`src/rtl/irq_agg_pkg.sv`:
```
package irq_agg_pkg;
  localparam int unsigned REG_W = 32;
  localparam int unsigned EN_BIT = 7;
  localparam logic [7:0] OFS_STATUS = 8'h00;
  localparam logic [7:0] OFS_MASK   = 8'h04;
  localparam logic [7:0] OFS_MSET   = 8'h08;
  localparam logic [7:0] OFS_MCLR   = 8'h0C;
  localparam logic [7:0] OFS_TOP    = 8'h10;
  localparam logic [7:0] OFS_GSTAT  = 8'h40;
  localparam logic [7:0] OFS_GEN    = 8'h50;
endpackage

```
`src/rtl/irq_agg_regs.sv`:
```
module irq_agg_regs #(
  parameter int unsigned NUM_SRC = 6,
  parameter int unsigned ADDR_W  = 8
) (
  input  logic               clk_i,
  input  logic               rst_ni,
  input  logic               wr_i,
  input  logic [ADDR_W-1:0]  addr_i,
  input  logic [NUM_SRC-1:0] bits_i,
  input  logic               en_bit_i,
  output logic [NUM_SRC-1:0] mask_d_o,
  output logic [NUM_SRC-1:0] mask_q_o,
  output logic               en_d_o,
  output logic               en_q_o
);
  import irq_agg_pkg::*;
  localparam logic [ADDR_W-1:0] A_SET = ADDR_W'(OFS_MSET);
  localparam logic [ADDR_W-1:0] A_CLR = ADDR_W'(OFS_MCLR);
  localparam logic [ADDR_W-1:0] A_EN  = ADDR_W'(OFS_GEN);

  always_comb begin
    mask_d_o = mask_q_o;
    en_d_o   = en_q_o;
    if (wr_i) begin
      if (addr_i == A_SET) mask_d_o = mask_q_o | bits_i;
      if (addr_i == A_CLR) mask_d_o = mask_q_o & ~bits_i;
      if (addr_i == A_EN)  en_d_o   = en_bit_i;
    end
  end

  always_ff @(posedge clk_i or negedge rst_ni) begin
    if (!rst_ni) begin
      mask_q_o <= '0;
      en_q_o   <= 1'b0;
    end else begin
      mask_q_o <= mask_d_o;
      en_q_o   <= en_d_o;
    end
  end
endmodule

```
`src/rtl/irq_agg_prio.sv`:
```
module irq_agg_prio #(
  parameter int unsigned NUM_SRC = 6,
  localparam int unsigned IDX_W  = (NUM_SRC > 1) ? $clog2(NUM_SRC) : 1
) (
  input  logic [NUM_SRC-1:0] pend_i,
  output logic               vld_o,
  output logic [IDX_W-1:0]   idx_o
);
  // lowest index wins: scan downward so the last hit is the lowest
  always_comb begin
    idx_o = '0;
    for (int i = NUM_SRC - 1; i >= 0; i--) begin
      if (pend_i[i]) idx_o = IDX_W'(i);
    end
  end
  assign vld_o = |pend_i;
endmodule

```
`src/rtl/irq_agg.sv`:
```
module irq_agg #(
  parameter int unsigned NUM_SRC = 6,
  parameter int unsigned ADDR_W  = 8
) (
  input  logic               clk_i,
  input  logic               rst_ni,
  input  logic [NUM_SRC-1:0] src_i,
  input  logic               req_i,
  input  logic               we_i,
  input  logic [ADDR_W-1:0]  addr_i,
  input  logic [31:0]        wdata_i,
  output logic [31:0]        rdata_o,
  output logic               irq_o
);
  import irq_agg_pkg::*;
  localparam int unsigned IDX_W = (NUM_SRC > 1) ? $clog2(NUM_SRC) : 1;
  localparam logic [ADDR_W-1:0] A_STAT  = ADDR_W'(OFS_STATUS);
  localparam logic [ADDR_W-1:0] A_MASK  = ADDR_W'(OFS_MASK);
  localparam logic [ADDR_W-1:0] A_TOP   = ADDR_W'(OFS_TOP);
  localparam logic [ADDR_W-1:0] A_GSTAT = ADDR_W'(OFS_GSTAT);
  localparam logic [ADDR_W-1:0] A_GEN   = ADDR_W'(OFS_GEN);

  logic [NUM_SRC-1:0] status_q, mask_q, mask_d, pend;
  logic               en_q, en_d, top_vld, irq_q;
  logic [IDX_W-1:0]   top_idx;
  logic [REG_W-1:0]   rdata_d, rdata_q;
  logic               unused_wdata;

  assign unused_wdata = ^wdata_i;

  always_ff @(posedge clk_i or negedge rst_ni) begin
    if (!rst_ni) status_q <= '0;
    else         status_q <= src_i;
  end

  irq_agg_regs #(.NUM_SRC(NUM_SRC), .ADDR_W(ADDR_W)) i_regs (
    .clk_i    (clk_i),
    .rst_ni   (rst_ni),
    .wr_i     (req_i & we_i),
    .addr_i   (addr_i),
    .bits_i   (wdata_i[NUM_SRC-1:0]),
    .en_bit_i (wdata_i[EN_BIT]),
    .mask_d_o (mask_d),
    .mask_q_o (mask_q),
    .en_d_o   (en_d),
    .en_q_o   (en_q)
  );

  assign pend = status_q & mask_q;

  irq_agg_prio #(.NUM_SRC(NUM_SRC)) i_prio (
    .pend_i (pend),
    .vld_o  (top_vld),
    .idx_o  (top_idx)
  );

  // use next-state values so an enable or mask write acts at its own edge
  always_ff @(posedge clk_i or negedge rst_ni) begin
    if (!rst_ni) irq_q <= 1'b0;
    else         irq_q <= en_d & (|(status_q & mask_d));
  end
  assign irq_o = irq_q;

  always_comb begin
    rdata_d = '0;
    if (addr_i == A_STAT)  rdata_d = REG_W'(status_q);
    if (addr_i == A_MASK)  rdata_d = REG_W'(mask_q);
    if (addr_i == A_TOP)   rdata_d = (REG_W'(top_vld) << EN_BIT) | (top_vld ? REG_W'(top_idx) : '0);
    if (addr_i == A_GSTAT) rdata_d = REG_W'(top_vld) << EN_BIT;
    if (addr_i == A_GEN)   rdata_d = REG_W'(en_q) << EN_BIT;
  end

  always_ff @(posedge clk_i or negedge rst_ni) begin
    if (!rst_ni)              rdata_q <= '0;
    else if (req_i && !we_i)  rdata_q <= rdata_d;
  end
  assign rdata_o = rdata_q;
endmodule

```
`config.mk`:
```
export PLATFORM = sky130hd
export DESIGN_NAME = irq_agg
export DESIGN_NICKNAME = d
export VERILOG_FILES = /design/src/rtl/irq_agg_pkg.sv /design/src/rtl/irq_agg_regs.sv /design/src/rtl/irq_agg_prio.sv /design/src/rtl/irq_agg.sv
export SDC_FILE = /design/constraint.sdc
export NUM_CORES = 1
export LEC_CHECK = 0
export ABC_AREA = 1
export CAP_MARGIN = 20
export CORE_AREA = 2 2 67 69
export CTS_CLUSTER_SIZE = 10
export DETAILED_ROUTE_END_ITERATION = 8
export DIE_AREA = 0 0 69 71
export PLACE_DENSITY_LB_ADDON = 0.3
export SETUP_SLACK_MARGIN = 0.1
export SYNTH_ARGS = -nofsm -noshare
export SYNTH_HDL_FRONTEND = slang
export SYNTH_SLANG_ARGS = --single-unit
```
`constraint.sdc`:
```
create_clock -name clk_i -period 1.6 [get_ports clk_i]
set_input_delay 0.32 -clock clk_i [delete_from_list [all_inputs] [get_ports clk_i]]
set_output_delay 0.32 -clock clk_i [all_outputs]
set_load 0.1 [all_outputs]
```
==> results.sh, run 1 <==
export IMPL_cp_end_kind="flop"
export IMPL_p_comb_frac=0.358
export IMPL_min_period_ps=1490
export IMPL_synth_ff_type="dfrtp_1"
export IMPL_port_buffers=32
export IMPL_fin_skew_ps=2.08
export IMPL_grt_pass1_wl_um=4680
export IMPL_netlist_top_cell_by_area="dfrtp_1"
export IMPL_postSynthCellCount=195
export IMPL_core_area_um2=4200
export IMPL_clock_path_buffers=2
export IMPL_drive_above_1_share=0.167
export IMPL_swShare=0.402
export IMPL_finalNetCount=290
export IMPL_rrSetupSlack_ps=410
export IMPL_drv_cap=0
export IMPL_powerDensity_nw_per_um2=715
export IMPL_startpoint="addr_i[7]"
export IMPL_leakage_nw=1.02
export IMPL_cts_sinks=21
export IMPL_fin_util=0.465
export IMPL_antenna_found_initial=0
export IMPL_intPower_w=0.000837
export IMPL_synth_area_top_cells="dfrtp_1 37%, buf_4 13%, nand2_1 13%, nand3_1 7.4%, inv_1 6.6%"
export IMPL_status="completed"
export IMPL_setup_violations_final=0
export IMPL_grt_ovfl_total=0
export IMPL_postSynth_asyncResetShare=1.00
export IMPL_drt_vias_per_instance=4.13
export IMPL_wirelength_um=2710
export IMPL_hold_viol=0
export IMPL_placedCellCount=285
export IMPL_rsz0062_at_grt="true"
export IMPL_finalWorstSetupSlack_ps=113
export IMPL_die_w_um=69
export IMPL_clockPowerShare=0.240
export IMPL_syn_area_um2=1430
export IMPL_instances_no_fill=291
export IMPL_syn2layout_area_growth_pct=37.2
export IMPL_rr_startpoint="status_q[5]"
export IMPL_grt_pass1_vias=1088
export IMPL_die_area_um2=4900
export IMPL_die_h_um=71
export IMPL_place_hpwl_um=2180
export IMPL_critPathKind="primary input to flop"
export IMPL_cp_required_ps=1750
export IMPL_post_synth_cell_area_avg_um2=7.31
export IMPL_cts_tree="built"
export IMPL_grt_max_degree=22
export IMPL_crit_fanout=3
export IMPL_period_share=0.930
export IMPL_final_cell_mix="46 x nand2_1, 25 x inv_1, 25 x conb_1, 21 x nand3_1, 21 x dfrtp_1"
export IMPL_layout_commonest_cell="nand2_1"
export IMPL_routedWlPerCell_um=9.33
export IMPL_startpoint_type="primary input"
export IMPL_insertion_delay_ps=260
export IMPL_cts_htree_levels=1
export IMPL_rows=24
export IMPL_ios=83
export IMPL_grtUsageTotal=0.116
export IMPL_gp_congestion=0.741
export IMPL_pre_cts_slack_ps=-265
export IMPL_drtAntennaViolNets=0
export IMPL_yosysSeqAreaShare=0.369
export IMPL_fmax_ghz=0.672
export IMPL_cts_buffers_inserted=3
export IMPL_reg2regPathDepth=6
export IMPL_crit_arrival_ps=1640
export IMPL_ys_ff_latch=21
export IMPL_reg2reg_to="rdata_o[7]"
export IMPL_ir_drop_mv=0.281
export IMPL_hold_path_class="primary input to asynchronous set/reset pin"
export IMPL_maxSlewViolCount=0
export IMPL_drc=0
export IMPL_synth_distinct_cells=25
export IMPL_p_sw_w=0.000562
export IMPL_synth_top_area_frac=0.369
export IMPL_power_frac_seq=0.402
export IMPL_start_util=0.339
export IMPL_yosysWarnings=0
export IMPL_drt_initial_drc_count=53
export IMPL_root_buffer="clkbuf_8"
export IMPL_synth_edf_count=0
export IMPL_path_clk_slew_ps=70
export IMPL_diodes=0
export IMPL_drtPass1Iterations=4
export IMPL_vias=1201
-- sequential cells by signal, indices dropped and copies added, names as in the netlist --
signal / cells
i_regs.mask_q_o: 6
i_regs.en_q_o: 1
rdata_o: 7
status_q: 6
irq_o: 1
-- cell usage after synthesis (2+ instances only) --
library cell  count
a21oi_1           4
dfrtp_1          21
nand3_1          21
nand3_2           2
o21ai_0           4
and2_1            6
buf_4            25
o21ai_1           4
nand2_1          48
inv_2             2
nor2_4            2
inv_1            25
o211ai_1          3
nor2_1           17
-- what timing repair did --
item,4_1_cts,5_1_grt
pin swaps,2,7
cloned,0,0
resized for setup,4,12
setup endpoints to repair,2,7
hold buffers,0,0
endpoints found under the hold margin,0,0
setup buffers,0,2
-- final cells by class --
type,count,area [um^2]
Tap cell,52,65.1
Multi-Input combinational cell,144,726
Clock buffer,4,45.0
Sequential cell,21,526
Timing Repair Buffer,42,484
Inverter,28,110
Fill cell,434,2250
-- critical path: stages --
cell	delay [ps]
clkdlybuf4s50_1	460
nor2_4	120
nand2_2	110
nor3_4	190
buf_4	150
nand2_1	50
nand3_1	70
nand2_1	50
inv_1	80
a21oi_2	50
-- worst max path at each step --
stage | end | cells past startpoint
3_5_place_dp | irq_o | 8
6_report | irq_o | 10
5_1_grt | irq_o | 10
2_1_floorplan | rdata_o[0] | 8
4_1_cts | irq_o | 9
3_3_place_gp | irq_o | 8
-- power groups by stage --
stage               registers, W  clock network (W)  logic, W
finish                  0.000562           0.000336  0.000501
CTS                     0.000562           0.000350  0.000496
global route            0.000564           0.000381  0.000528
global placement        0.000572                  0  0.000491
floorplan               0.000607                  0  0.000377
detailed placement      0.000573                  0  0.000493
-- metrics by stage --
step | instance area [um^2] | hold slack (ps) | setup TNS (ps) | power [W]
after global routing | 1960 | 435 | 0 | 0.00147
final | 1960 | 410 | 0 | 0.00140
after floorplan | 1520 | 24.4 | 0 | 0.000983
after CTS | 1900 | 420 | 0 | 0.00141
after detailed placement | 1840 | 533 | -1630 | 0.00107
after global placement | 1840 | 530 | -1600 | 0.00106
-- per-layer routing --
layer	track usage	wire length, um	vias up	part of all wire
met4	0.0196	11	0	0.0041
met3	0.0342	145	3	0.053
met2	0.197	1290	35	0.47
met5	0	0	-	0
li1	-	-	643	-
met1	0.150	1270	520	0.47
-- logic make-up (layout without fill, tap and decap cells) --
group	count (synthesis)	count (layout)	share of synthesized area
buf+inv	54	74	0.215
flops	21	21	0.369
simple gates	102	102	0.345
other cells	1	25	0.00263
compound gates	17	17	0.0685
Power figures use the tool's default switching activity.
==> inputs of run 2 (changes only) <==
--- a/config.mk
+++ b/config.mk
@@ -7,10 +7,11 @@
 export LEC_CHECK = 0
 export ABC_AREA = 1
 export CAP_MARGIN = 20
-export CORE_AREA = 2 2 67 69
+export CORE_AREA = 2 2 62 64
 export CTS_CLUSTER_SIZE = 10
 export DETAILED_ROUTE_END_ITERATION = 8
-export DIE_AREA = 0 0 69 71
+export DIE_AREA = 0 0 64 66
+export GPL_TIMING_DRIVEN = 0
 export PLACE_DENSITY_LB_ADDON = 0.3
 export SETUP_SLACK_MARGIN = 0.1
 export SYNTH_ARGS = -nofsm -noshare
==> results.sh, run 2 (synthesis results as in run 1) <==
export IMPL_status="completed"
export IMPL_grt_pass1_wl_um=4710
export IMPL_die_area_um2=4220
export IMPL_rr_startpoint="status_q[5]"
export IMPL_wirelength_um=2870
export IMPL_period_share=0.902
export IMPL_hold_path_class="primary input to flop"
export IMPL_place_area_um2=1900
export IMPL_cp_depth=1
export IMPL_grtUsageTotal=0.145
export IMPL_drv_cap=0
export IMPL_finalNetCount=309
export IMPL_drtAntennaViolNets=0
export IMPL_final_area_um2=1950
export IMPL_pre_cts_slack_ps=-321
export IMPL_drt_vias_per_instance=4.23
export IMPL_antenna_found_initial=0
export IMPL_whs_ps=423
export IMPL_rows=22
export IMPL_maxSlewViolCount=0
export IMPL_min_period_ps=1440
export IMPL_cp_end_kind="output port"
export IMPL_nFillCells=346
export IMPL_startpoint_type="flop"
export IMPL_hold_path_depth=1
export IMPL_grt_pass1_vias=1125
export IMPL_gp_congestion=0.802
export IMPL_rrSetupSlack_ps=400
export IMPL_reg2regPathDepth=6
export IMPL_cp_top_family="buffers and inverters"
export IMPL_syn2layout_area_growth_pct=37.0
export IMPL_fin_util=0.550
export IMPL_worstPathCellList="buf_2"
export IMPL_vias=1293
export IMPL_setup_violations_final=0
export IMPL_cp_required_ps=1280
export IMPL_cts_tree="built"
export IMPL_crit_arrival_ps=1120
export IMPL_leakage_nw=1.09
export IMPL_cts_sinks=21
export IMPL_core_area_um2=3550
export IMPL_insertion_delay_ps=320
export IMPL_powerDensity_nw_per_um2=686
export IMPL_ios=83
export IMPL_drc=0
export IMPL_holdCritStartpoint="src_i[1]"
export IMPL_fmax_ghz=0.693
export IMPL_clock_path_buffers=2
export IMPL_rsz0062_at_grt="true"
export IMPL_die_w_um=64
export IMPL_ir_drop_mv=0.507
export IMPL_hold_viol=0
export IMPL_largest_reg_flops=7
export IMPL_drtPass1Iterations=4
export IMPL_path_clk_slew_ps=120
export IMPL_drt_initial_drc_count=34
export IMPL_min_to="status_q[1]"
export IMPL_place_hpwl_um=2300
export IMPL_cts_buffers_inserted=3
export IMPL_fin_skew_ps=8.97
export IMPL_grt_ovfl_total=0
export IMPL_port_buffers=32
export IMPL_tightest_slew_ps=911
export IMPL_finalWorstSetupSlack_ps=157
export IMPL_relSlewSlack=0.391
export IMPL_grt_max_degree=22
export IMPL_final_cell_mix="47 x nand2_1, 28 x buf_4, 25 x inv_1, 25 x conb_1, 21 x dfrtp_1"
export IMPL_cts_htree_levels=1
export IMPL_die_h_um=66
export IMPL_routedWlPerCell_um=9.37
export IMPL_crit_fanout=2
export IMPL_diodes=0
export IMPL_critPathKind="flop to output port"
export IMPL_drive_above_1_share=0.240
export IMPL_critPathMaxStageDelay_ps=430
export IMPL_crit_buf_inv=1
export IMPL_start_util=0.401
export IMPL_layout_commonest_cell="nand2_1"
export IMPL_cp_slowest_cell="buf_2"
export IMPL_reg2reg_to="rdata_o[7]"
export IMPL_root_buffer="clkbuf_4"
-- run 2: worst max-delay path by stage --
stage | from | endpoint | slack (ps)
6_report | rdata_o[7] | rdata_o[7] | 160
5_1_grt | addr_i[1] | rdata_o[3] | 70
4_1_cts | addr_i[7] | irq_o | 130
3_5_place_dp | addr_i[2] | irq_o | -320
3_3_place_gp | addr_i[2] | rdata_o[0] | -320
2_1_floorplan | addr_i[0] | rdata_o[0] | 340
-- run 2: where the power goes --
| part | internal [W] | switching (W) | total, W |
|---|---|---|---|
| Combinational | 0.000127 | 0.000395 | 0.000522 |
| Clock | 0.0000937 | 0.000164 | 0.000258 |
| Sequential | 0.000548 | 0.0000122 | 0.000560 |
| Total | 0.000769 | 0.000571 | 0.00134 |
-- run 2: what timing repair did --
action                                  CTS  global route
pin swaps                                 1             8
buffers inserted                          1             2
endpoints found under the setup margin   14             8
hold buffers                              0             0
gates resized for setup                  47            10
-- run 2: final cells by class --
| class | instances | area [um^2] | area share |
|---|---|---|---|
| Tap cell | 48 | 60.1 | 0.0308 |
| Buffer | 26 | 203 | 0.104 |
| Timing Repair Buffer | 35 | 307 | 0.157 |
| Clock buffer | 3 | 22.5 | 0.0115 |
| Multi-Input combinational cell | 144 | 722 | 0.370 |
| Clock inverter | 1 | 5.00 | 0.00256 |
| Inverter | 28 | 108 | 0.0551 |
| Sequential cell | 21 | 526 | 0.269 |
-- run 2: layer usage --
layer,track usage,wire [um]
met5,0,0
met4,0.0625,65
met3,0.0324,200
met2,0.254,1390
met1,0.170,1220
-- run 2: metrics by stage --
step | total power, W | std cells | setup TNS, ps
2_1_floorplan | 0.000983 | 219 | 0
3_3_place_gp | 0.00108 | 299 | -3760
3_5_place_dp | 0.00109 | 299 | -4130
4_1_cts | 0.00134 | 304 | 0
5_1_grt | 0.00140 | 306 | 0
6_report | 0.00134 | 306 | 0
